## src/rtl/adc_frame_pkg.sv

```systemverilog
package adc_frame_pkg;

    localparam int FRAME_LEN = 16;
    localparam int CTRL_LEN  = 12;
    localparam int BODY_LEN  = FRAME_LEN - 4;
    localparam int EDGE_W    = $clog2(FRAME_LEN + 1);

    typedef enum logic [2:0] {
        SQ_IDLE,
        SQ_SETUP,
        SQ_LOW,
        SQ_HIGH,
        SQ_GAP
    } seq_state_t;

    typedef struct packed {
        logic                lead_err;
        logic [1:0]          chan;
        logic [BODY_LEN-1:0] body;
    } frame_fields_t;

    function automatic frame_fields_t split_frame(input logic [FRAME_LEN-1:0] w);
        frame_fields_t f;
        f.lead_err = w[FRAME_LEN-1] | w[FRAME_LEN-2];
        f.chan     = w[FRAME_LEN-3 -: 2];
        f.body     = w[BODY_LEN-1:0];
        return f;
    endfunction

endpackage

```

## src/rtl/afm_clkdiv.sv

```systemverilog
module afm_clkdiv #(
    parameter int HALF_DIV = 2
) (
    input  logic clk,
    input  logic rst,
    input  logic run,
    output logic tick
);
    localparam int CW = $clog2(HALF_DIV + 1);
    localparam logic [CW-1:0] LAST = CW'(HALF_DIV - 1);

    logic [CW-1:0] cnt;

    always_ff @(posedge clk) begin
        if (rst || !run) begin
            cnt <= '0;
        end else if (cnt == LAST) begin
            cnt <= '0;
        end else begin
            cnt <= cnt + 1'b1;
        end
    end

    assign tick = run && (cnt == LAST);

    a_r2_half_period_bound: assert property (@(posedge clk) disable iff (rst)
        cnt <= LAST);

endmodule

```

## src/rtl/afm_sequencer.sv

```systemverilog
module afm_sequencer
    import adc_frame_pkg::*;
(
    input  logic clk,
    input  logic rst,
    input  logic start,
    input  logic tick,
    output logic run,
    output logic sclk,
    output logic cs_n,
    output logic load,
    output logic rise,
    output logic fall,
    output logic done
);
    seq_state_t        state;
    logic [EDGE_W-1:0] edges;
    logic              gap_half;
    logic              last_edge;

    assign last_edge = (edges == EDGE_W'(FRAME_LEN));

    always_comb begin
        run  = (state != SQ_IDLE);
        load = (state == SQ_IDLE) && start;
        fall = tick && ((state == SQ_SETUP) || ((state == SQ_HIGH) && !last_edge));
        rise = tick && (state == SQ_LOW);
        done = tick && (state == SQ_HIGH) && last_edge;
    end

    always_ff @(posedge clk) begin
        if (rst) begin
            state    <= SQ_IDLE;
            sclk     <= 1'b1;
            cs_n     <= 1'b1;
            edges    <= '0;
            gap_half <= 1'b0;
        end else begin
            case (state)
                SQ_IDLE: begin
                    if (start) begin
                        cs_n  <= 1'b0;
                        edges <= '0;
                        state <= SQ_SETUP;
                    end
                end
                SQ_SETUP: begin
                    if (tick) begin
                        sclk  <= 1'b0;
                        edges <= edges + 1'b1;
                        state <= SQ_LOW;
                    end
                end
                SQ_LOW: begin
                    if (tick) begin
                        sclk  <= 1'b1;
                        state <= SQ_HIGH;
                    end
                end
                SQ_HIGH: begin
                    if (tick) begin
                        if (last_edge) begin
                            cs_n     <= 1'b1;
                            gap_half <= 1'b0;
                            state    <= SQ_GAP;
                        end else begin
                            sclk  <= 1'b0;
                            edges <= edges + 1'b1;
                            state <= SQ_LOW;
                        end
                    end
                end
                SQ_GAP: begin
                    if (tick) begin
                        if (gap_half) begin
                            state <= SQ_IDLE;
                        end else begin
                            gap_half <= 1'b1;
                        end
                    end
                end
                default: state <= SQ_IDLE;
            endcase
        end
    end

    a_r10_sclk_high_when_deselected: assert property (@(posedge clk) disable iff (rst)
        cs_n |-> sclk);

    a_r2_edge_count_bound: assert property (@(posedge clk) disable iff (rst)
        edges <= EDGE_W'(FRAME_LEN));

    a_r2_select_held_until_done: assert property (@(posedge clk) disable iff (rst)
        (!cs_n && !done) |=> !cs_n);

    a_r9_no_restart_in_frame: assert property (@(posedge clk) disable iff (rst)
        (state == SQ_LOW || state == SQ_HIGH || state == SQ_GAP) |=> (state != SQ_SETUP));

endmodule

```

## src/rtl/afm_shifter.sv

```systemverilog
module afm_shifter
    import adc_frame_pkg::*;
(
    input  logic                 clk,
    input  logic                 rst,
    input  logic                 load,
    input  logic [CTRL_LEN-1:0]  ctrl,
    input  logic                 rise,
    input  logic                 fall,
    input  logic                 miso,
    output logic                 mosi,
    output logic [FRAME_LEN-1:0] rx_word
);
    localparam int TAIL = FRAME_LEN - CTRL_LEN;

    logic [FRAME_LEN-1:0] tx_sr;

    always_ff @(posedge clk) begin
        if (rst) begin
            tx_sr <= '0;
        end else if (load) begin
            tx_sr <= {ctrl, {TAIL{1'b0}}};
        end else if (rise) begin
            tx_sr <= {tx_sr[FRAME_LEN-2:0], 1'b0};
        end
    end

    always_ff @(posedge clk) begin
        if (rst) begin
            rx_word <= '0;
        end else if (fall) begin
            rx_word <= {rx_word[FRAME_LEN-2:0], miso};
        end
    end

    assign mosi = tx_sr[FRAME_LEN-1];

    a_r3_mosi_moves_on_rise_only: assert property (@(posedge clk) disable iff (rst)
        (!rise && !load) |=> $stable(mosi));

    a_r4_capture_on_fall_only: assert property (@(posedge clk) disable iff (rst)
        !fall |=> $stable(rx_word));

endmodule

```

## src/rtl/adc_frame_master.sv

```systemverilog
module adc_frame_master
    import adc_frame_pkg::*;
#(
    parameter int HALF_DIV = 2,
    parameter int RES_BITS = 12
) (
    input  logic                clk,
    input  logic                rst,
    input  logic                start,
    input  logic [11:0]         ctrl_word,
    input  logic                miso,
    output logic                sclk,
    output logic                cs_n,
    output logic                mosi,
    output logic                busy,
    output logic                res_valid,
    output logic [1:0]          res_chan,
    output logic [RES_BITS-1:0] res_data,
    output logic                frame_err
);
    localparam int PAD = BODY_LEN - RES_BITS;

    logic                 run_w, tick_w, load_w, rise_w, fall_w, done_w;
    logic [FRAME_LEN-1:0] rx_w;
    frame_fields_t        fields;

    afm_clkdiv #(.HALF_DIV(HALF_DIV)) u_div (
        .clk  (clk),
        .rst  (rst),
        .run  (run_w),
        .tick (tick_w)
    );

    afm_sequencer u_seq (
        .clk   (clk),
        .rst   (rst),
        .start (start),
        .tick  (tick_w),
        .run   (run_w),
        .sclk  (sclk),
        .cs_n  (cs_n),
        .load  (load_w),
        .rise  (rise_w),
        .fall  (fall_w),
        .done  (done_w)
    );

    afm_shifter u_shf (
        .clk     (clk),
        .rst     (rst),
        .load    (load_w),
        .ctrl    (ctrl_word),
        .rise    (rise_w),
        .fall    (fall_w),
        .miso    (miso),
        .mosi    (mosi),
        .rx_word (rx_w)
    );

    assign busy   = run_w;
    assign fields = split_frame(rx_w);

    always_ff @(posedge clk) begin
        if (rst) begin
            res_valid <= 1'b0;
            res_chan  <= '0;
            res_data  <= '0;
            frame_err <= 1'b0;
        end else begin
            res_valid <= done_w;
            if (done_w) begin
                res_chan  <= fields.chan;
                res_data  <= RES_BITS'(fields.body >> PAD);
                frame_err <= fields.lead_err;
            end
        end
    end

    a_r8_single_cycle_strobe: assert property (@(posedge clk) disable iff (rst)
        res_valid |=> !res_valid);

    a_r8_outputs_hold: assert property (@(posedge clk) disable iff (rst)
        !done_w |=> ($stable(res_chan) && $stable(res_data) && $stable(frame_err)));

    a_r2_strobe_with_deselect: assert property (@(posedge clk) disable iff (rst)
        $rose(res_valid) |-> $rose(cs_n));

endmodule

```

## config.mk

```make
export PLATFORM = sky130hd
export DESIGN_NAME = adc_frame_master
export DESIGN_NICKNAME = d
export VERILOG_FILES = /design/src/rtl/adc_frame_pkg.sv /design/src/rtl/afm_clkdiv.sv /design/src/rtl/afm_sequencer.sv /design/src/rtl/afm_shifter.sv /design/src/rtl/adc_frame_master.sv
export SDC_FILE = /design/constraint.sdc
export NUM_CORES = 1
export LEC_CHECK = 0
export BUFFER_PORTS_ARGS = -buffer_cell sky130_fd_sc_hd__buf_2
export CAP_MARGIN = 40
export CORE_MARGIN = 3
export CORE_UTILIZATION = 40
export DETAILED_ROUTE_END_ITERATION = 10
export HOLD_SLACK_MARGIN = 0.05
export PLACE_DENSITY_LB_ADDON = 0.15
export SYNTH_ARGS = -nofsm -noshare
export SYNTH_HDL_FRONTEND = slang
export SYNTH_SLANG_ARGS = --single-unit
```

## constraint.sdc

```tcl
create_clock -name clk -period 2.6 [get_ports clk]
set_clock_uncertainty 0.2 [all_clocks]
set_input_delay 0 -clock clk [delete_from_list [all_inputs] [get_ports clk]]
set_output_delay 0 -clock clk [all_outputs]
set_load 0.01 [all_outputs]
```

==> results by group <==
Route
  • DR pass1 iterations: 4
  • Starting DRT DRC Count: between 100 and 150
  • Post-route ant nets: 0
  • DR DRC count: 0
  • Final WL: ~4500 um
  • WL/cell: roughly 12 um
  • Routed vias: 1,763
  • Vias per std cell: roughly 4.8

Logic synthesis
  • EDFF count, synth: 0
  • Area share of the largest cell type after synthesis: between 40% and 50%
  • Syn. warnings: 0
  • Combinational family with the most area after synthesis: multiplexers
  • Synth Area in XOR/XNOR: 0%
  • Post-synthesis compound-gate area fraction: approximately 11%
  • Post-synth top area cell: dfxtp_1
  • Most common cell in the synthesized netlist: dfxtp_1
  • Post-Syn Area: roughly 0.0024 mm^2
  • Post-Syn Nets: ~260
  • Synth Register Bits: 57
  • Multiplexer area fraction after synthesis: 17.5%
  • Mean Syn Cell Area: between 10 and 15 um^2
  • Post-Synth Adder-Cell Area: under 10%
  • Seq/Total Area, Yosys: between 40% and 50%
  • Synth cell count leaders: dfxtp_1 (57), nor2_1 (48), mux2i_1 (41)
  • Top cells by area, synth: dfxtp_1 (47%), mux2i_1 (17%), nor2_1 (7.5%)
  • Library cells used by synthesis: 36
  • Cell count after synthesis: between 200 and 250
  • Async set-reset flop share out of synthesis: 0%
  • Dominant synthesized flop cell: dfxtp_1
  • Synth Area in Simple Gates: between 15 and 20%

Place
  • Final HPWL DP: roughly 2800 um
  • Placer Congestion: between 0.7 and 0.8
  • # port buffers: 35
  • Setup WS pre-CTS: roughly 0.46 ns

GRT
  • Met3 Resource Use GR: roughly 3.5%
  • Met1 usage: ~16%
  • Total track usage: 13.4%
  • Vias in the first global route: between 1,500 and 2,000
  • Grt met2 use: between 20% and 30%
  • GRT overflow: 0
  • Busiest grt layer: met2
  • Global-route wire length before repair: around 7500 um
  • Initial antenna violation count: 0
  • Largest net degree at the start of global routing: 58

Floorplan
  • Row cnt: 27
  • DIE WIDTH: about 84 um
  • Ports: 36
  • Core area: around 0.0057 mm^2
  • Die ar.: between 0.007 and 0.008 mm^2
  • Starting density of the core: between 40 and 50%
  • Height of the die: around 84 um

Worst setup path
  • Crit path max-delay cell type: dlygate4sd3_1
  • Stages on worst setup path: 8
  • Required time of the critical path: 2.62 ns
  • CP endpoint kind: flop
  • Critical Path, Cell by Cell: inv_1, ha_1, and4bb_2, a21oi_2, buf_6, mux2i_1, nor2_1, dlygate4sd3_1
  • CP max FO: 20
  • Worst path max stage delay: around 0.56 ns
  • Critical Path Source Type: flop
  • FF-to-FF setup slack: 0.14 ns
  • Number of cells on the worst reg-to-reg path: 8
  • WP buf/inv: 3
  • Top delay family on crit path: buffers and inverters
  • Critical path arrival: roughly 2.5 ns
  • Crit path kind: flop to flop

Power
  • Worst vdd ir: 0.000424 V
  • P_leak: ~1.3 nW
  • Pwr dens: between 600 and 700 mW/mm^2
  • Overall power: 1.88 mW

Clock tree
  • Post-CTS Setup Inserts: 0
  • Worst-path clk slew: roughly 0.060 ns
  • CTS tree: done
  • Clk_lat worst skew: 0.33 ns
  • Clock sink count: between 50 and 60
  • CTS Buf Count: 9
  • CTS HTree Levels: 3
  • Root Buffer: clkbuf_8
  • Clock Tree Buf Depth: 2

Run status
  • Status: finished clean

Timing
  • Final period util: between 90% and 100%
  • Fmax: between 400 and 500 MHz
  • Worst-margin pin slew: a little over 0.6 ns
  • Final Hold Viols: 0
  • Pins Over Slew Limit: 0
  • Setup-failing EPs final: 0
  • Min Tclk post-route: about 2.5 ns
  • Worst slew margin: between 50% and 60%
  • Setup TNS Final: 0 ns
  • Final worst setup slack: 0.142 ns

Finish
  • P&R area growth vs syn: 24.5%
  • Layout Nets: about 300
  • Antenna cell count: 0
  • Layout cells sized above 1: about a quarter
  • # fillers: approximately 530

Run
  • Maxcap violations: 0

Worst hold path
  • Min-Delay Path Class: flop to flop
  • Hold path depth: 1
## through the flow
stage                     hold WS [ns]  util, %  cells  cell area [um^2]
after floorplan                -0.0528        -    236              2420
after global placement          0.0481     46.2    332              2620
after detailed placement        0.0636     46.2    332              2620
after CTS                        0.236     52.9    367              3000
after global routing             0.256     53.0    367              3010
final                            0.234     53.0    367              3010
## cell type report
cell class,instances,area [um^2],area share (%)
multi-input combinational,155,1130,37.6
clock inverter,2,10.0,0.333
tap,72,90.1,2.99
sequential,57,1140,37.9
clock buffer,14,183,6.07
timing repair buffer,60,427,14.2
inverter,7,26.3,0.873
## worst register-to-register path: cells and delay by family, from the launching register on
family / cells / cell delay, ns
compound gates: 1 / 0.16
fa+ha+maj: 1 / 0.19
buf+inv: 3 / 0.89
flops: 1 / 0.36
mux: 1 / 0.23
simple gates: 2 / 0.33
## state kept, by name, indices dropped and copies added (netlist names)
register and cells:
u_seq.gap_half 1, u_div.cnt 2, u_shf.tx_sr 12, u_seq.edges 5, u_seq.state 3, res_data 12
res_chan 2, u_shf.rx_word 16, u_seq.sclk 1, u_seq.cs_n 1, res_valid 1, frame_err 1
## cell families (layout without fill, tap and decap cells)
| family | count (synthesis) | in the layout |
|---|---|---|
| buffers and inverters | 24 | 83 |
| adder cells (fa/ha/maj) | 3 | 3 |
| AND/OR/NAND/NOR | 79 | 79 |
| multiplexers | 42 | 42 |
| flip-flops | 57 | 57 |
| AO/OA/AOI/OAI | 31 | 31 |
## cells in the final DEF, fill, tap and decap left out, types with 3 or more instances in the layout
| cell | synthesis | final |
|---|---|---|
| a211oi_2 | 9 | 9 |
| a21oi_1 | 8 | 8 |
| a22oi_1 | 3 | 3 |
| buf_2 | 4 | 35 |
| buf_4 | 3 | 4 |
| clkbuf_8 | 0 | 13 |
| dfxtp_1 | 57 | 57 |
| dlygate4sd3_1 | 0 | 19 |
| inv_1 | 7 | 7 |
| mux2i_1 | 41 | 41 |
| nand2_1 | 8 | 8 |
| nand3_1 | 6 | 6 |
| nor2_1 | 48 | 48 |
| nor3_1 | 4 | 4 |
## power by group
part,switching [mW],internal (mW)
clock,0.331,0.447
combinational,0.0931,0.0928
sequential,0.0196,0.898
## what timing repair did
item,4_1_cts,5_1_grt
gates resized for setup,0,2
endpoints found under the hold margin,57,0
hold buffers,19,0
endpoints found under the setup margin,0,1
## layer usage
metal  routed length, um  up-vias
li1                    -      928
met5                   0        -
met4                 127        0
met1                2220      793
met2                1990       34
met3                 192        8
## worst paths after layout
check,endpoint,start
setup / recovery,u_shf.rx_word[0],u_seq.edges[0]
hold / removal,u_div.cnt[0],u_div.cnt[0]
setup reg to reg,u_shf.rx_word[0],u_seq.edges[0]
hold reg to reg,u_div.cnt[0],u_div.cnt[0]
Note: power is estimated with default switching activity, not from simulation.
